==> src/rtl/pa_ramp_seq.sv <==
module pa_ramp_seq #(
  parameter int IDX_W  = 3,
  parameter int CODE_W = 8,
  parameter int HOLD_W = 8
) (
  input  logic              clk,
  input  logic              rst_n,
  input  logic              wr_en,
  input  logic              wr_burst,
  input  logic [CODE_W-1:0] wr_data,
  input  logic [IDX_W-1:0]  final_idx,
  input  logic [HOLD_W-1:0] step_hold,
  input  logic              tx_start,
  input  logic              tx_end,
  output logic [CODE_W-1:0] pa_code,
  output logic              ramp_up_done,
  output logic              ramp_down_done
);
  localparam int ENTRIES = 1 << IDX_W;

  typedef enum logic [1:0] {S_IDLE, S_UP, S_FULL, S_DOWN} st_t;

  st_t               st;
  logic [CODE_W-1:0] ptab [ENTRIES];
  logic [IDX_W-1:0]  ptr, idx, fin_q;
  logic [HOLD_W-1:0] hold_q, cnt;
  logic              done_q;

  wire step_end = (cnt == hold_q);

  always_ff @(posedge clk or negedge rst_n) begin
    if (!rst_n) begin
      for (int i = 0; i < ENTRIES; i++) ptab[i] <= '0;
    end else if (wr_en) begin
      ptab[wr_burst ? ptr : '0] <= wr_data;
    end
  end

  always_ff @(posedge clk or negedge rst_n) begin
    if (!rst_n)        ptr <= '0;
    else if (!wr_burst) ptr <= '0;
    else if (wr_en)    ptr <= ptr + IDX_W'(1);
  end

  always_ff @(posedge clk or negedge rst_n) begin
    if (!rst_n) begin
      st     <= S_IDLE;
      idx    <= '0;
      fin_q  <= '0;
      hold_q <= '0;
      cnt    <= '0;
      done_q <= 1'b0;
    end else begin
      done_q <= 1'b0;
      case (st)
        S_IDLE: if (tx_start) begin
          fin_q  <= final_idx;
          hold_q <= step_hold;
          idx    <= '0;
          cnt    <= '0;
          st     <= (final_idx == '0) ? S_FULL : S_UP;
        end
        S_UP: begin
          if (tx_end) begin
            st  <= S_DOWN;
            cnt <= '0;
          end else if (step_end) begin
            cnt <= '0;
            idx <= idx + IDX_W'(1);
            if (idx + IDX_W'(1) == fin_q) st <= S_FULL;
          end else begin
            cnt <= cnt + HOLD_W'(1);
          end
        end
        S_FULL: if (tx_end) begin
          cnt <= '0;
          if (idx == '0) begin
            st     <= S_IDLE;
            done_q <= 1'b1;
          end else begin
            st <= S_DOWN;
          end
        end
        S_DOWN: begin
          if (step_end) begin
            cnt <= '0;
            if (idx == '0) begin
              st     <= S_IDLE;
              done_q <= 1'b1;
            end else begin
              idx <= idx - IDX_W'(1);
            end
          end else begin
            cnt <= cnt + HOLD_W'(1);
          end
        end
        default: st <= S_IDLE;
      endcase
    end
  end

  assign pa_code        = (st == S_IDLE) ? '0 : ptab[idx];
  assign ramp_up_done   = (st == S_FULL);
  assign ramp_down_done = done_q;


  up_step_chk: assert property (@(posedge clk) disable iff (!rst_n)
    (st == S_UP && $past(st) == S_UP) |-> (idx == $past(idx) || idx == $past(idx) + IDX_W'(1)));


  down_step_chk: assert property (@(posedge clk) disable iff (!rst_n)
    (st == S_DOWN && $past(st) == S_DOWN) |-> (idx == $past(idx) || idx == $past(idx) - IDX_W'(1)));


  idx_bound_chk: assert property (@(posedge clk) disable iff (!rst_n)
    (st != S_IDLE) |-> (idx <= fin_q));


  done_pulse_chk: assert property (@(posedge clk) disable iff (!rst_n)
    ramp_down_done |-> (st == S_IDLE && $past(st) != S_IDLE && pa_code == '0));


  single_wr_chk: assert property (@(posedge clk) disable iff (!rst_n)
    (wr_en && !wr_burst) |=> (ptab[0] == $past(wr_data)));


  burst_restart_chk: assert property (@(posedge clk) disable iff (!rst_n)
    !wr_burst |=> (ptr == '0));
endmodule

==> config.mk <==
export PLATFORM = sky130hd
export DESIGN_NAME = pa_ramp_seq
export DESIGN_NICKNAME = d
export VERILOG_FILES = /design/src/rtl/pa_ramp_seq.sv
export SDC_FILE = /design/constraint.sdc
export NUM_CORES = 1
export LEC_CHECK = 0
export BUFFER_PORTS_ARGS = -buffer_cell sky130_fd_sc_hd__buf_2
export CAP_MARGIN = 20
export CORE_UTILIZATION = 50
export DETAILED_ROUTE_END_ITERATION = 10
export PLACE_DENSITY = 0.68
export REMOVE_ABC_BUFFERS = 1
export SETUP_SLACK_MARGIN = 0.02
export SYNTH_ARGS = -nofsm -noshare
export SYNTH_HDL_FRONTEND = slang
export SYNTH_SLANG_ARGS = --single-unit
==> constraint.sdc <==
create_clock -name clk -period 3.93 [get_ports clk]
set_input_delay 0.1965 -clock clk [delete_from_list [all_inputs] [get_ports clk]]
set_output_delay 0.1965 -clock clk [all_outputs]
set_load 0.02 [all_outputs]
# Word-level counts from Yosys, hierarchy flattened
# Index checks and enable logic that the tools add are counted.
# Widths: inputs -> output; s select.
word_totals:
  register_bits: 92
classes:
  addsub: 4
  n_lt_le_gt_ge: 3
  eq_ne: 15
  mux: 35
  n_bitwise: 2
  n_reduce_logical: 9
op_table:
  columns: ["op", "n"]
  rows:
  - ["$bwmux 64", 1]
  - ["$mux 8", 8]
  - ["$pmux 8 s4", 1]
  - ["$bmux 8 s3", 1]
  - ["$demux 8 s3", 1]
  - ["$mux 3", 8]
  - ["$mux 2", 9]
  - ["$ne 2x2->1 const B", 8]
  - ["$reduce_and 6->1", 2]
  - ["$pmux 3 s3", 1]
  - ["$add 8x1->8 const B", 1]
  - ["$eq 8x8->1", 1]
  - ["$ge 4x4->1 const B", 2]
  - ["$not 3->4", 2]
  - ["$pmux 2 s4", 1]
  - ["$add 3x1->3 const B", 2]
  - ["$logic_not 3->1", 2]
  - ["$ne 3x3->1 const B", 2]
  - ["$eq 2x2->1 const B", 2]
  - ["$lt 4x1->1 const B", 1]
  - ["$reduce_and 2->1", 2]
  - ["$eq 3x3->1", 1]
  - ["$mux 1", 3]
  - ["$reduce_bool 3->1", 1]
  - ["5 further kinds", 5]

# Logic depth before layout (Yosys ltp)
logic_depth:
  ltp_word: 7
  ltp_mapped: 9

# Least setup slack after synthesis
# No wires, ideal clock.
synth_path:
  path_type: "register to register"
  from: "reg idx[1]"
  to: "reg idx[2]"
  arrival_time_ps: 2100
  setup_slack_ps: 1760
  stages_incl_launch_ff: 9
  path_buffers: 2
  period_less_slack_ps: 2170
  path_cell_list: "dfrtp_1 buf_2 buf_1 inv_1 ha_1 nor2b_1 o22a_1 or4_1 nand3_1"
synth_via:
  elab_chain_len: 4
  word_cells_on_any_way: 10
  classes_between: "add/sub: 2; eq/ne: 1; mux: 5; reduce/logical: 2"
synth_lines:
  columns: ["element", "line", "text"]
  rows:
  - ["from (decl)", "25", "logic [IDX_W-1:0] ptr, idx, fin_q;"]
  - ["from (signal assigned)", "69", "idx <= idx + IDX_W'(1);"]
  - ["from (signal assigned)", "91", "idx <= idx - IDX_W'(1);"]
  - ["$sub 3x1->3 / $add 3x1->3 (equally long branches)", "91, 69", null]
  - ["$mux 3, on equally long branches", "87, 67", null]
  - ["$mux 3, on equally long branches", "85, 64", null]
  - ["$pmux 3 s3", "55", "case (st)"]
# Parallel ways exist; a longest one is shown, timed or not. The select of a mux whose other input is x is not followed.
# A chain may end at the register's enable or synchronous reset.

# Worst setup path after layout
layout_path:
  from: "reg idx[0]"
  to: "out pa_code[7]"
layout_via:
  elab_chain_len: 5
layout_lines:
  columns: ["element", "line", "text"]
  rows:
  - ["$not 3->4 (not written as such)", "102", "assign pa_code = (st == S_IDLE) ? '0 : ptab[idx];"]
  - ["$bmux 8 s3", "102", null]
  - ["$mux 8 (not written as such) (2 in a row)", "102", null]
  - ["$mux 8", "102", null]
  - ["to (decl)", "15", "output logic [CODE_W-1:0] pa_code,"]
# No other way between the ends. The select of a mux whose other input is x is not followed.

==> impl_metrics.ini <==
[clock_network]
root_buffer = clkbuf_8
clk-insertion-delay-late_ns = 0.35
htree_levels = 3
clk_path_buf_depth = 2
clk_pin_slew_worst_paths_ns = 0.10
ctsResizeCount = 0
clock_sinks = 92
cts_buffers = 9
cts_tree = yes

[sta]
fin_crit_sh_pct = 61.4
finalHoldViolCount = 0
relSlewSlack_pct = 36.4
max_freq_mhz = 415
tightest_slew_ns = 0.949
slew_violations = 0
fin_setup_tns_ns = 0
rsz0062_at_grt = false
layout_min_cycle_time_ns = 2.41
clock-skew-final_ns = 0.0105
setup_viol = 0

[global_route]
grt_pass1_wl_mm = 14.5
grt_max_degree = 70
gr-usage-all-layers_pct = 19.6
grt_pass1_vias = 2867
overflow = 0
grt_antenna_before_repair = 0

[worst_hold_path]
hold_depth = 2
holdPathEnd = hold_q[3]$_DFFE_PN0P_
min_from = step_hold[3]
hold_class = in2reg

[cells_and_area]
diodes = 0
layout_commonest_cell = dfrtp_1
drive_gt1_share_pct = 41.9
finalNetCount = 395
layout_common_cells = dfrtp_1, mux2_2, buf_2
finalNonFillerCells = 478
area_delta_synth_final_pct = 11.3
nFillCells = 723

[worst_setup_path]
critPathMaxFanout = 15
start_kind = flop
r2r_cells = 4
cp.arrival_ns = 2.22
rr_endpoint = st[1]$_DFFE_PN0P_
r2r-start = st[1]$_DFFE_PN0P_
worstPathRequired_ns = 3.73
reg2reg_slack_ns = 1.81
critical_path_class = reg2out
endpoint_kind = output port

[floorplanning]
core_region_area_um2 = 8720
start_util_pct = 51.4
num_rows = 34
ioPinCount = 35
die-area_um2 = 9350
dieHeight_um = 96.7
fp.dieW_um = 96.7

[drt]
drt_iter0_markers = 55
final_antenna_net_count = 0
drc = 0
first_pass_iters = 4
wirelength_mm = 8.42
vias_per_cell = 5.70
vias = 2724
wire_per_inst_um = 17.6

[power_and_ir_drop]
p_int_w = 0.00201
p_comb_share_pct = 34.8
p_sw_w = 0.00104
power_frac_seq_pct = 43.7
vdd_drop_max_mv = 0.277
switching_share_pct = 34.2
power.leakage_nw = 2.35
clockPowerShare_pct = 21.5
power_density_nw_per_um2 = 612

[synth]
synth-edff-count = 0
synth_flop_cell = dfrtp_1
syn_area_per_cell_um2 = 13.8
yosys.cell_types.count = 42
ys_ff_latch = 92
syn_area_um2 = 4490
ys_warn_count = 0
ys_async_sr_fraction_pct = 100
synth-seq-area-share_pct = 51.3
syn_inst = 326

[place]
dp_hpwl_mm = 5.52
place_inst = 461
gp_congestion = 0.800
port_buffers = 34

[job]
drv_cap = 0

[status]
status = finished, final reports clean
-- per-stage QoR --
step	utilization, %	hold WS [ns]	setup WS [ns]	instance area [um^2]	total power, W
after CTS	57.2	0.0581	1.46	4990	0.00309
after detailed placement	54.7	0.374	1.82	4770	0.00243
after global placement	54.7	0.366	1.88	4770	0.00240
after floorplan	-	-0.0991	1.54	4440	0.00214
final	57.2	0.0747	1.52	4990	0.00305
after global routing	57.2	0.0695	1.34	4990	0.00326
-- Yosys cell counts (4+ instances only) --
cell	count	area share (%)
mux4_2	16	8.0
ha_1	5	1.4
inv_1	6	0.50
mux2_2	77	19
nand2b_1	4	0.56
nand2_1	15	1.3
o21ai_0	7	0.78
xor2_1	11	2.1
nor2_1	18	1.5
nand3_1	6	0.67
buf_2	7	0.78
dfrtp_1	92	51
and2_1	4	0.56
mux2i_1	11	2.5
-- worst max-delay path, stage by stage (launching register included) --
cell	delay, ns
dfrtp_1	0.59
buf_4	0.37
mux4_2	0.54
mux2i_1	0.14
nor2_1	0.07
buf_2	0.16
-- logic make-up (layout without fill, tap and decap cells) --
family          Yosys count  in the layout  synth area share (%)
mux                     104            104                  29.8
flops                    92             92                  51.3
simple gates             65             65                  8.28
compound gates           28             28                  4.32
buf+inv                  17             61                  1.62
xor+xnor                 15             15                  3.24
fa+ha+maj                 5              5                  1.39
-- worst max-delay path by stage --
stage | to | slack, ns | cells after the start | from
2_1_floorplan | idx[2]$_DFFE_PN0P_ | 1.54 | 6 | idx[0]$_DFFE_PN0P_
3_3_place_gp | pa_code[7] | 1.88 | 5 | idx[0]$_DFFE_PN0P_
3_5_place_dp | st[1]$_DFFE_PN0P_ | 1.82 | 4 | st[1]$_DFFE_PN0P_
4_1_cts | pa_code[7] | 1.46 | 5 | idx[0]$_DFFE_PN0P_
5_1_grt | pa_code[1] | 1.34 | 5 | idx[0]$_DFFE_PN0P_
6_report | pa_code[7] | 1.52 | 5 | idx[0]$_DFFE_PN0P_
-- power groups by stage --
stage	Sequential (W)	Combinational, W	Clock [W]
final	0.00133	0.00106	0.000657
after floorplan	0.00135	0.000790	0
after global placement	0.00135	0.00105	0
after CTS	0.00134	0.00108	0.000673
after detailed placement	0.00136	0.00107	0
after global routing	0.00137	0.00118	0.000707
-- routing by layer --
layer | wire length (um) | share of wire [%] | global-route usage [%]
met1 | 3990 | 47 | 27.1
met2 | 4180 | 50 | 32.2
met3 | 196 | 2.3 | 3.03
met4 | 52 | 0.62 | 5.63
met5 | 0 | 0 | 0
-- area by class of cell --
type / instances / area, um^2 / share of cell area (%)
well taps: 108 / 135 / 2.71
repair buffers: 39 / 213 / 4.26
clock inverters: 6 / 71.3 / 1.43
inverters: 6 / 22.5 / 0.451
clock buffers: 10 / 138 / 2.76
multi-input cells: 217 / 2110 / 42.3
flip-flops and latches: 92 / 2300 / 46.1
-- state kept, by name, indices dropped and copies added, names as in the netlist --
signal	flops
ptab	64
cnt	8
hold_q	8
fin_q	3
idx	3
ptr	3
st	2
ramp_down_done	1
-- what timing repair did --
action,4_1_cts,5_1_grt
hold buffers,1,0
endpoints found under the hold margin,18,0
buffers inserted,0,0
Power figures use the tool's default switching activity.
